## src/rtl/fsr_pkg.sv

```systemverilog
package fsr_pkg;
  localparam int WMAX  = 64;
  localparam int TAP   = 8;
  localparam int NLVL  = 5;
  localparam int CFG_W = 4;
  localparam int NCFG  = 10;
  localparam int IDX_W = $clog2(WMAX);
  localparam int LEN_W = IDX_W + 1;
  localparam int LVL_W = $clog2(NLVL);

  // Word size of each storage level.
  function automatic int lvl_width(input int l);
    case (l)
      0: return 16;
      1: return 24;
      2: return 32;
      3: return 48;
      default: return 64;
    endcase
  endfunction

  // Offset of segment k inside a store whose top HEAD bits live elsewhere.
  function automatic int seg_base(input int k, input int head);
    if (k == 0) return 0;
    return lvl_width(k - 1) - head;
  endfunction

  function automatic int seg_len(input int k, input int head);
    return lvl_width(k) - head - seg_base(k, head);
  endfunction

  function automatic logic [WMAX-1:0] low_mask(input int nb);
    if (nb >= WMAX) return '1;
    if (nb <= 0) return '0;
    return (WMAX'(1) << nb) - WMAX'(1);
  endfunction

  function automatic logic cfg_legal(input logic [CFG_W-1:0] c);
    return (c >= CFG_W'(1)) && (c <= CFG_W'(NCFG));
  endfunction

  // Codes pair up onto levels; the top three codes share the widest level.
  function automatic logic [LVL_W-1:0] cfg_level(input logic [CFG_W-1:0] c);
    if (c >= CFG_W'(8)) return LVL_W'(NLVL - 1);
    return LVL_W'(c >> 1);
  endfunction

  // One output bit of the round: taps are the upper bits 1, 2 and 8 places back.
  function automatic logic round_bit(input logic u_m1, input logic u_m2,
                                     input logic u_m8, input logic l_j,
                                     input logic k_j);
    return l_j ^ k_j ^ (u_m1 & u_m8) ^ u_m2;
  endfunction
endpackage

```

## src/rtl/fsr_cfg_decode.sv

```systemverilog
module fsr_cfg_decode
  import fsr_pkg::*;
(
  input  logic [CFG_W-1:0] cfg,
  output logic             legal,
  output logic [LVL_W-1:0] lvl,
  output logic [LEN_W-1:0] wlen
);
  always_comb begin
    legal = cfg_legal(cfg);
    lvl   = cfg_level(cfg);
    wlen  = LEN_W'(lvl_width(int'(lvl)));
  end
endmodule

```

## src/rtl/fsr_seg_chain.sv

```systemverilog
// Serial word store built from segments; the active length is chosen by
// steering the input into segment 'lvl' and bypassing the ones above it.
module fsr_seg_chain
  import fsr_pkg::*;
#(
  parameter int W_MAX = WMAX,
  parameter int HEAD  = 0,
  parameter int NSEG  = NLVL,
  localparam int TOT  = W_MAX - HEAD
) (
  input  logic             clk,
  input  logic             rst_n,
  input  logic             load,
  input  logic [TOT-1:0]   ld_word,
  input  logic             shift,
  input  logic [LVL_W-1:0] lvl,
  input  logic             din,
  output logic             dout,
  output logic [TOT-1:0]   word
);
  logic [TOT-1:0]  st;
  logic [NSEG-1:0] seg_in;

  for (genvar k = 0; k < NSEG; k++) begin : g_seg
    localparam int B = seg_base(k, HEAD);
    localparam int L = seg_len(k, HEAD);
    logic [L-1:0] sg;
    logic         act;

    assign act = (k <= int'(lvl));

    if (k == NSEG - 1) begin : g_top
      assign seg_in[k] = (k == int'(lvl)) ? din : 1'b0;
    end else begin : g_mid
      assign seg_in[k] = (k == int'(lvl)) ? din : st[seg_base(k + 1, HEAD)];
    end

    always_ff @(posedge clk or negedge rst_n) begin
      if (!rst_n)             sg <= '0;
      else if (load)          sg <= ld_word[B +: L];
      else if (shift && act)  sg <= {seg_in[k], sg[L-1:1]};
    end

    assign st[B +: L] = sg;
  end

  assign dout = st[0];
  assign word = st;
endmodule

```

## src/rtl/fsr_pingpong.sv

```systemverilog
// Two head registers trading roles each round: the window role feeds the
// rotate taps, the collect role gathers newly computed bits.
module fsr_pingpong
  import fsr_pkg::*;
#(
  parameter int W = TAP
) (
  input  logic         clk,
  input  logic         rst_n,
  input  logic         load,
  input  logic [W-1:0] ld_top,
  input  logic         shift,
  input  logic         par,
  input  logic         from_store,
  input  logic         fbit,
  input  logic         sel,
  output logic         tap1,
  output logic         tap2,
  output logic         tapw,
  output logic         col_out,
  output logic [W-1:0] top_word
);
  logic [W-1:0] rg [2];

  for (genvar i = 0; i < 2; i++) begin : g_reg
    logic [W-1:0] r;
    logic         win_role;

    assign win_role = (par == i[0]);

    always_ff @(posedge clk or negedge rst_n) begin
      if (!rst_n)        r <= '0;
      else if (load)     r <= (i == 0) ? ld_top : '0;
      else if (shift)    r <= win_role ? {from_store, r[W-1:1]} : {fbit, r[W-1:1]};
    end

    assign rg[i] = r;
  end

  logic [W-1:0] win, col;
  assign win      = rg[par];
  assign col      = rg[~par];
  assign tap1     = win[W-1];
  assign tap2     = win[W-2];
  assign tapw     = win[0];
  assign col_out  = col[0];
  assign top_word = rg[sel];
endmodule

```

## src/rtl/fsr_round_engine.sv

```systemverilog
module fsr_round_engine
  import fsr_pkg::*;
#(
  parameter int W_MAX = WMAX,
  parameter int HW    = TAP
) (
  input  logic              clk,
  input  logic              rst_n,
  input  logic [CFG_W-1:0]  cfg_i,
  input  logic              start_i,
  input  logic [W_MAX-1:0]  pt_hi_i,
  input  logic [W_MAX-1:0]  pt_lo_i,
  input  logic              key_bit_i,
  input  logic              round_lsb_i,
  input  logic              final_i,
  output logic              busy_o,
  output logic [IDX_W-1:0]  bit_idx_o,
  output logic              round_end_o,
  output logic              fbit_o,
  output logic              done_o,
  output logic [W_MAX-1:0]  ct_hi_o,
  output logic [W_MAX-1:0]  ct_lo_o
);
  localparam int UTOT = W_MAX - HW;

  logic             cfg_ok;
  logic [LVL_W-1:0] cfg_lvl;
  logic [LEN_W-1:0] cfg_len;

  fsr_cfg_decode u_dec (
    .cfg  (cfg_i),
    .legal(cfg_ok),
    .lvl  (cfg_lvl),
    .wlen (cfg_len)
  );

  logic             busy_q, done_q, fin_sel_q;
  logic [IDX_W-1:0] cnt_q;
  logic [LVL_W-1:0] lvl_q;
  logic [LEN_W-1:0] wl_q;

  // Named internal events.
  logic start_acc, round_end, last_end, head_phase, step;
  assign start_acc  = start_i & ~busy_q & cfg_ok;
  assign round_end  = busy_q && (cnt_q == IDX_W'(wl_q - LEN_W'(1)));
  assign last_end   = round_end & final_i;
  assign head_phase = (cnt_q < IDX_W'(HW));
  assign step       = busy_q;

  always_ff @(posedge clk or negedge rst_n) begin
    if (!rst_n) begin
      busy_q    <= 1'b0;
      done_q    <= 1'b0;
      fin_sel_q <= 1'b0;
      cnt_q     <= '0;
      lvl_q     <= '0;
      wl_q      <= LEN_W'(lvl_width(0));
    end else if (start_acc) begin
      busy_q <= 1'b1;
      done_q <= 1'b0;
      cnt_q  <= '0;
      lvl_q  <= cfg_lvl;
      wl_q   <= cfg_len;
    end else if (busy_q) begin
      cnt_q <= round_end ? '0 : cnt_q + IDX_W'(1);
      if (last_end) begin
        busy_q    <= 1'b0;
        done_q    <= 1'b1;
        fin_sel_q <= ~round_lsb_i;
      end
    end
  end

  // Storage and datapath.
  logic          u_out, l_out, fnew;
  logic          tap1, tap2, tapw, col_out;
  logic [HW-1:0] ld_top, top_word;
  logic [UTOT-1:0]  u_word;
  logic [W_MAX-1:0] l_word;
  logic          u_din;

  assign ld_top = HW'(pt_hi_i >> (int'(cfg_len) - HW));
  assign u_din  = head_phase ? tapw : col_out;

  fsr_seg_chain #(.W_MAX(W_MAX), .HEAD(HW)) u_upper (
    .clk    (clk),
    .rst_n  (rst_n),
    .load   (start_acc),
    .ld_word(pt_hi_i[UTOT-1:0]),
    .shift  (step),
    .lvl    (lvl_q),
    .din    (u_din),
    .dout   (u_out),
    .word   (u_word)
  );

  fsr_seg_chain #(.W_MAX(W_MAX), .HEAD(0)) u_lower (
    .clk    (clk),
    .rst_n  (rst_n),
    .load   (start_acc),
    .ld_word(pt_lo_i),
    .shift  (step),
    .lvl    (lvl_q),
    .din    (u_out),
    .dout   (l_out),
    .word   (l_word)
  );

  fsr_pingpong #(.W(HW)) u_pp (
    .clk       (clk),
    .rst_n     (rst_n),
    .load      (start_acc),
    .ld_top    (ld_top),
    .shift     (step),
    .par       (round_lsb_i),
    .from_store(u_out),
    .fbit      (fnew),
    .sel       (fin_sel_q),
    .tap1      (tap1),
    .tap2      (tap2),
    .tapw      (tapw),
    .col_out   (col_out),
    .top_word  (top_word)
  );

  assign fnew = round_bit(tap1, tap2, tapw, l_out, key_bit_i);

  assign busy_o      = busy_q;
  assign done_o      = done_q;
  assign bit_idx_o   = cnt_q;
  assign round_end_o = round_end;
  assign fbit_o      = busy_q & fnew;
  assign ct_hi_o     = done_q ? ((W_MAX'(u_word) & low_mask(int'(wl_q) - HW))
                                 | (W_MAX'(top_word) << (int'(wl_q) - HW))) : '0;
  assign ct_lo_o     = done_q ? (l_word & low_mask(int'(wl_q))) : '0;
endmodule

```

## config.mk

```make
export PLATFORM = sky130hd
export DESIGN_NAME = fsr_round_engine
export DESIGN_NICKNAME = d
export VERILOG_FILES = /design/src/rtl/fsr_pkg.sv /design/src/rtl/fsr_cfg_decode.sv /design/src/rtl/fsr_seg_chain.sv /design/src/rtl/fsr_pingpong.sv /design/src/rtl/fsr_round_engine.sv
export SDC_FILE = /design/constraint.sdc
export NUM_CORES = 1
export LEC_CHECK = 0
export BUFFER_PORTS_ARGS = -buffer_cell sky130_fd_sc_hd__buf_2
export CORE_UTILIZATION = 55
export DETAILED_ROUTE_END_ITERATION = 7
export GPL_TIMING_DRIVEN = 1
export HOLD_SLACK_MARGIN = 0.05
export PLACE_DENSITY = 0.84
export SKIP_LAST_GASP = 1
export SLEW_MARGIN = 20
export SYNTH_ARGS = -nofsm -noshare
export SYNTH_HDL_FRONTEND = slang
export SYNTH_SLANG_ARGS = --single-unit
```

## constraint.sdc

```tcl
create_clock -name clk -period 5.7 [get_ports clk]
set_input_delay 0 -clock clk [delete_from_list [all_inputs] [get_ports clk]]
set_output_delay 0 -clock clk [all_outputs]
set_load 0.05 [all_outputs]
```

# Word-level counts from Yosys, hierarchy flattened
# Index checks and enable logic that the tools add are counted.
# W data, S select, Z words.
totals:
  ff_bits: 155
  inputBits: 138
  out_inout_bits: 138
  wordCells: 159
classes:
  add_sub_neg: 6
  n_lt_le_gt_ge: 15
  n_eq_ne: 8
  n_shift: 4
  mux: 75
  n_bitwise: 17
  reduce_logical: 16
ops:
  columns: ["cell", "count"]
  rows:
  - ["$mux W64", 10]
  - ["$mux W8", 22]
  - ["$mux W16", 10]
  - ["$sub A64 B2 Y64 const B", 2]
  - ["$and A56 B64 Y64", 1]
  - ["$and A64 B64 Y64", 1]
  - ["$or A64 B64 Y64", 1]
  - ["$shl A1 B32 Y64 const A", 1]
  - ["$shl A1 B7 Y64 const A", 1]
  - ["$shl A8 B32 Y64", 1]
  - ["$shr A64 B32 Y8", 1]
  - ["$ge A32 B8 Y1 const B", 1]
  - ["$le A32 B1 Y1 const B", 1]
  - ["$pmux W7 S4", 1]
  - ["$mux W1", 27]
  - ["$mux W6", 3]
  - ["$sub A7 B4 Y8 const B", 2]
  - ["$reduce_bool A2 Y1", 6]
  - ["$eq A3 B3 Y1 const A", 3]
  - ["$ge A7 B7 Y1 const B", 1]
  - ["$le A7 B1 Y1 const B", 1]
  - ["$add A6 B1 Y6 const B", 1]
  - ["$eq A3 B2 Y1 const B", 2]
  - ["$eq A6 B6 Y1", 1]
  - ["other kinds (20)", 40]

# Logic depth before layout (Yosys ltp)
depth:
  depth_word: 10
  mapped_depth: 13
  ltp_nobuf: 11

# Cells and area by module
# Synthesis repeated with hierarchy kept, for this count alone.
hier_totals:
  cells_unflattened: 2050
  hier_area_um2: 16897.5
by_module_without_submodules:
  columns: ["mod", "n_inst", "cells_per_inst", "area_per_inst_um2"]
  rows:
  - ["fsr_round_engine", 1, 1403, 9764.4]
  - ["fsr_seg_chain (u_lower)", 1, 302, 3304.4]
  - ["fsr_seg_chain (u_upper)", 1, 253, 2859.0]
  - ["fsr_pingpong", 1, 77, 873.3]
  - ["fsr_cfg_decode", 1, 15, 96.3]

# Worst setup path before layout
# No wires, ideal clock.
synth_timing:
  path_kind: "register -> output"
  from: "reg wl_q[3]"
  to: "out ct_hi_o[48]"
  arrival_time_ns: 4.016
  slack_ns: 1.684
  stages_incl_launch_ff: 14
  cell_sequence: "dfrtp_1 buf_2 inv_1 ha_1 ha_1 buf_2 o41ai_4 nor4_2 inv_1 ha_1 o31ai_1 xor2_1 o211a_1 a211oi_1"
synth_between:
  elab_chain_cells: 9
  word_cells_on_any_way: 15
  cone_classes: "add/sub: 2; order compare: 2; shift: 2; mux: 7; bitwise: 2"
synth_lines:
  columns: ["item", "line_no", "rtl"]
  rows:
  - ["from (decl)", "fsr_round_engine.sv:40", "logic [LEN_W-1:0] wl_q;"]
  - ["from (signal assigned)", "fsr_round_engine.sv:57", "wl_q <= LEN_W'(lvl_width(0));"]
  - ["from (signal assigned)", "fsr_round_engine.sv:63", "wl_q <= cfg_len;"]
  - ["$sub A7 B4 Y8 *", "fsr_round_engine.sv:133, fsr_round_engine.sv:134", null]
  - ["parallel branches: the longest is 6 deep, another holds $sub A64 B2 Y64", null, null]
  - ["$or A64 B64 Y64 *", "fsr_round_engine.sv:134", "| (W_MAX'(top_word) << (int'(wl_q) - HW))) : '0;"]
  - ["$mux W64 *", "fsr_round_engine.sv:133", "assign ct_hi_o = done_q ? ((W_MAX'(u_word) & low_mask(int'(wl_q) - HW))"]
  - ["to (decl)", "fsr_round_engine.sv:21", "output logic [W_MAX-1:0] ct_hi_o,"]
# Mark *: on every way between the ends. The select of a mux whose other input is x is not followed.

# Worst setup path after layout
# Ends and elaborated chain as after synthesis.

==> reports/qor.csv <==
metric,value,unit
grt_max_degree,217,
crit_family,adder cells,
power_frac_seq,30.7,%
cts_buffers,17,
std_cell_rows,47,
vias,10200,
violations,design-rule violations,
tightest_slew,1070,ps
grt_antenna_before_repair,0,
post-place-ws,1660,ps
path_buf_inv,3,
crit_type,register to output port,
synth.most_common_cell,nand2_1,
critPathRequiredTime,5700,ps
grt_pass1_vias,9922,
yosys.area_share.simple,17.1,%
maxCapViolCount,0,
critPathSlowestCell,dfrtp_1,
portBuffers,275,
whs,87.6,ps
multi_input_area,5180,um^2
synth_area_leaders,"dfrtp_1 (39%), mux2i_1 (11%), o21ai_0 (7.1%)",
htreeDepth,4,
n_fill_cell,1129,
finalCritPeriodShare,80.3,%
yosysWarnings,0,
p_int,3.58,mW
rsz0062_at_grt,no,
p_sw_share,49.7,%
wl_per_cell,21.9,um
path_max_fanout,17,
seq_area,3760,um^2
dieArea,17700,um^2
synth-async-reset-ratio,100,%
clkPwrFrac,15.7,%
post_drt_via_cell_ratio,6.26,
core,16700,um^2
netlist_instances,1032,
wirelength,35.7,mm
diodes,0,
fp.dieW,133,um
drtIter0Drc,1352,
syn_nets,1181,
switchingPower,3.54,mW
synth_top_flop_cell,dfrtp_1,
placed_cells,1466,
synth_seq_cells,150,
fin_ws,1130,ps
grt_first_pass_wirelength,54.7,mm
track_usage,40.4,%
muxShareOfSynthArea,15.2,%
gp_congestion,0.971,
crit_chain,inv_1 > ha_1 > ha_1 > o41ai_4 > nor4_2 > inv_1 > ha_1 > o31ai_1 > xor2_1 > o211a_1 > a211oi_1 > buf_2,
pwr-share-comb,53.6,%
initial_utilization,56.6,%
fin_skew,9.99,ps
outcome,finished with violations,
insertion_delay,430,ps
drc_errors,26,
cts_tree,built,
fin_area,12700,um^2
post_cts_buffers,0,
drt-pass1-iter-count,8,
start_kind,register,
peakVddDrop,304,uV
syn_avg_cell_area,9.16,um^2
ant_nets,0,
ctsResizeCount,0,
synth_top_cell_by_area,dfrtp_1,
synth_fa_ha_area_share,1.46,%
synth_cell_types,75,
clkTransAtPathRegs,60,ps
synth.top_cell.area_share,39.4,%
drive_gt1_share,26.2,%
grt_overflow,0,
root_buffer,clkbuf_16,
yosysSeqAreaShare,39.7,%
period_minus_slack,4570,ps
finalNetCount,1542,
synth_top_family_by_area,compound AO/OA/AOI/OAI gates,
die_y,133,um
hold_viol,0,
max_freq,0.219,GHz
maxSlewViolCount,0,
synth_compound_area_share,19.3,%
p_leak,6.24,nW
maxSlewHeadroom,28.4,%
place_hpwl,22.0,mm
placed_area,10900,um^2
hold_path.class,input port to register,
setup_viol,0,
cts.sinks,150,
synthXorXnorAreaFrac,1.48,%
cp.arrival,4570,ps
synth_common_cells,"nand2_1 (166), dfrtp_1 (149), o21ai_0 (134), mux2i_1 (104), nor2_1 (50)",
worst_path_most_repeated_cell,ha_1,
cts.path.max_buffers,2,
p_total,7.12,mW
synth_edf_count,0,
ios,276,
final_cells,1626,
power_density,560,nW/um^2
syn_area,9460,um^2
utilization,76.2,%
fin_tns_setup,0,ps
area_growth,34.6,%
max_stage_delay,800,ps
cp-end-kind,output port,
==> logic make-up (layout without fill, tap and decap cells) <==
kind of cell,Yosys count,after routing
AO/OA/AOI/OAI,274,274
XOR/XNOR,16,16
adder cells (fa/ha/maj),11,11
buffers and inverters,116,490
flip-flops,150,150
multiplexers,124,124
AND/OR/NAND/NOR,341,341
==> tightest hold or removal path: cells and delay by family <==
kind            cells  cell delay [ps]
compound gates      2              200
simple gates        1              110
buf+inv             1              170
==> registers in the layout, summed over array words and instances, names as in the netlist <==
name              cells
u_pp.g.r             16
bit_idx_o             6
fin_sel_q             1
u_upper.g_seg.sg     56
lvl_q                 3
done_o                1
u_lower.g_seg.sg     64
busy_o                1
wl_q                  2
==> layout make-up <==
cell class / count / share of cell area, %
inverters: 43 / 1.27
multi-input cells: 766 / 40.7
well taps: 220 / 2.16
clock inverters: 14 / 1.12
repair buffers: 415 / 21.7
flip-flops and latches: 150 / 29.5
clock buffers: 18 / 3.45
==> per-layer routing <==
metal	part of all wire [%]	GRT usage, %	routed length, um
met1	37	50.2	13200
met2	47	64.6	16900
met3	10	9.97	3630
met4	5.4	22.8	1940
met5	0	0	0
==> power groups by stage <==
stage               combinational (mW)  clock (mW)  sequential (mW)
floorplan                         2.79           0             1.99
global placement                  3.52           0             2.13
detailed placement                3.60           0             2.15
CTS                               3.69        1.12             2.14
global route                      4.06        1.17             2.23
finish                            3.82        1.12             2.19
==> what timing repair did <==
action,4_1_cts,5_1_grt
setup endpoints to repair,0,0
endpoints found under the hold margin,214,0
hold buffers,128,0
==> final timing paths <==
path,start,endpoint,slack [ps],depth (start not counted)
setup / recovery,wl_q[3],ct_hi_o[48],1130,12
hold / removal,cfg_i[2],wl_q[3],90,4
setup reg to reg,wl_q[3],fin_sel_q,2000,9
hold reg to reg,u_lower.g_seg[0].sg[11],u_lower.g_seg[0].sg[11],520,2
max in group asynchronous,rst_n,u_upper.g_seg[0].sg[3],4070,3
min in group asynchronous,rst_n,bit_idx_o[2],210,2
==> cells in the final DEF (no fill, tap or decap), types with 6 or more instances in the layout <==
cell type      count
mux4_2            15
a21oi_1           28
dlygate4sd3_1    128
nand3_1           18
dfrtp_1          148
xnor2_1            9
o21ai_0          133
buf_2            274
buf_4             11
and2_1            42
xor2_1             7
mux2i_1          103
o2bb2ai_1         14
ha_1              11
o22ai_1           12
nand2_1          164
o31ai_1            6
nor2_1            50
a222oi_1          29
nor3_1            10
clkbuf_16         17
inv_1             41
nor2b_1           10
and3_1            20
Note: power is estimated with default switching activity, not from simulation.
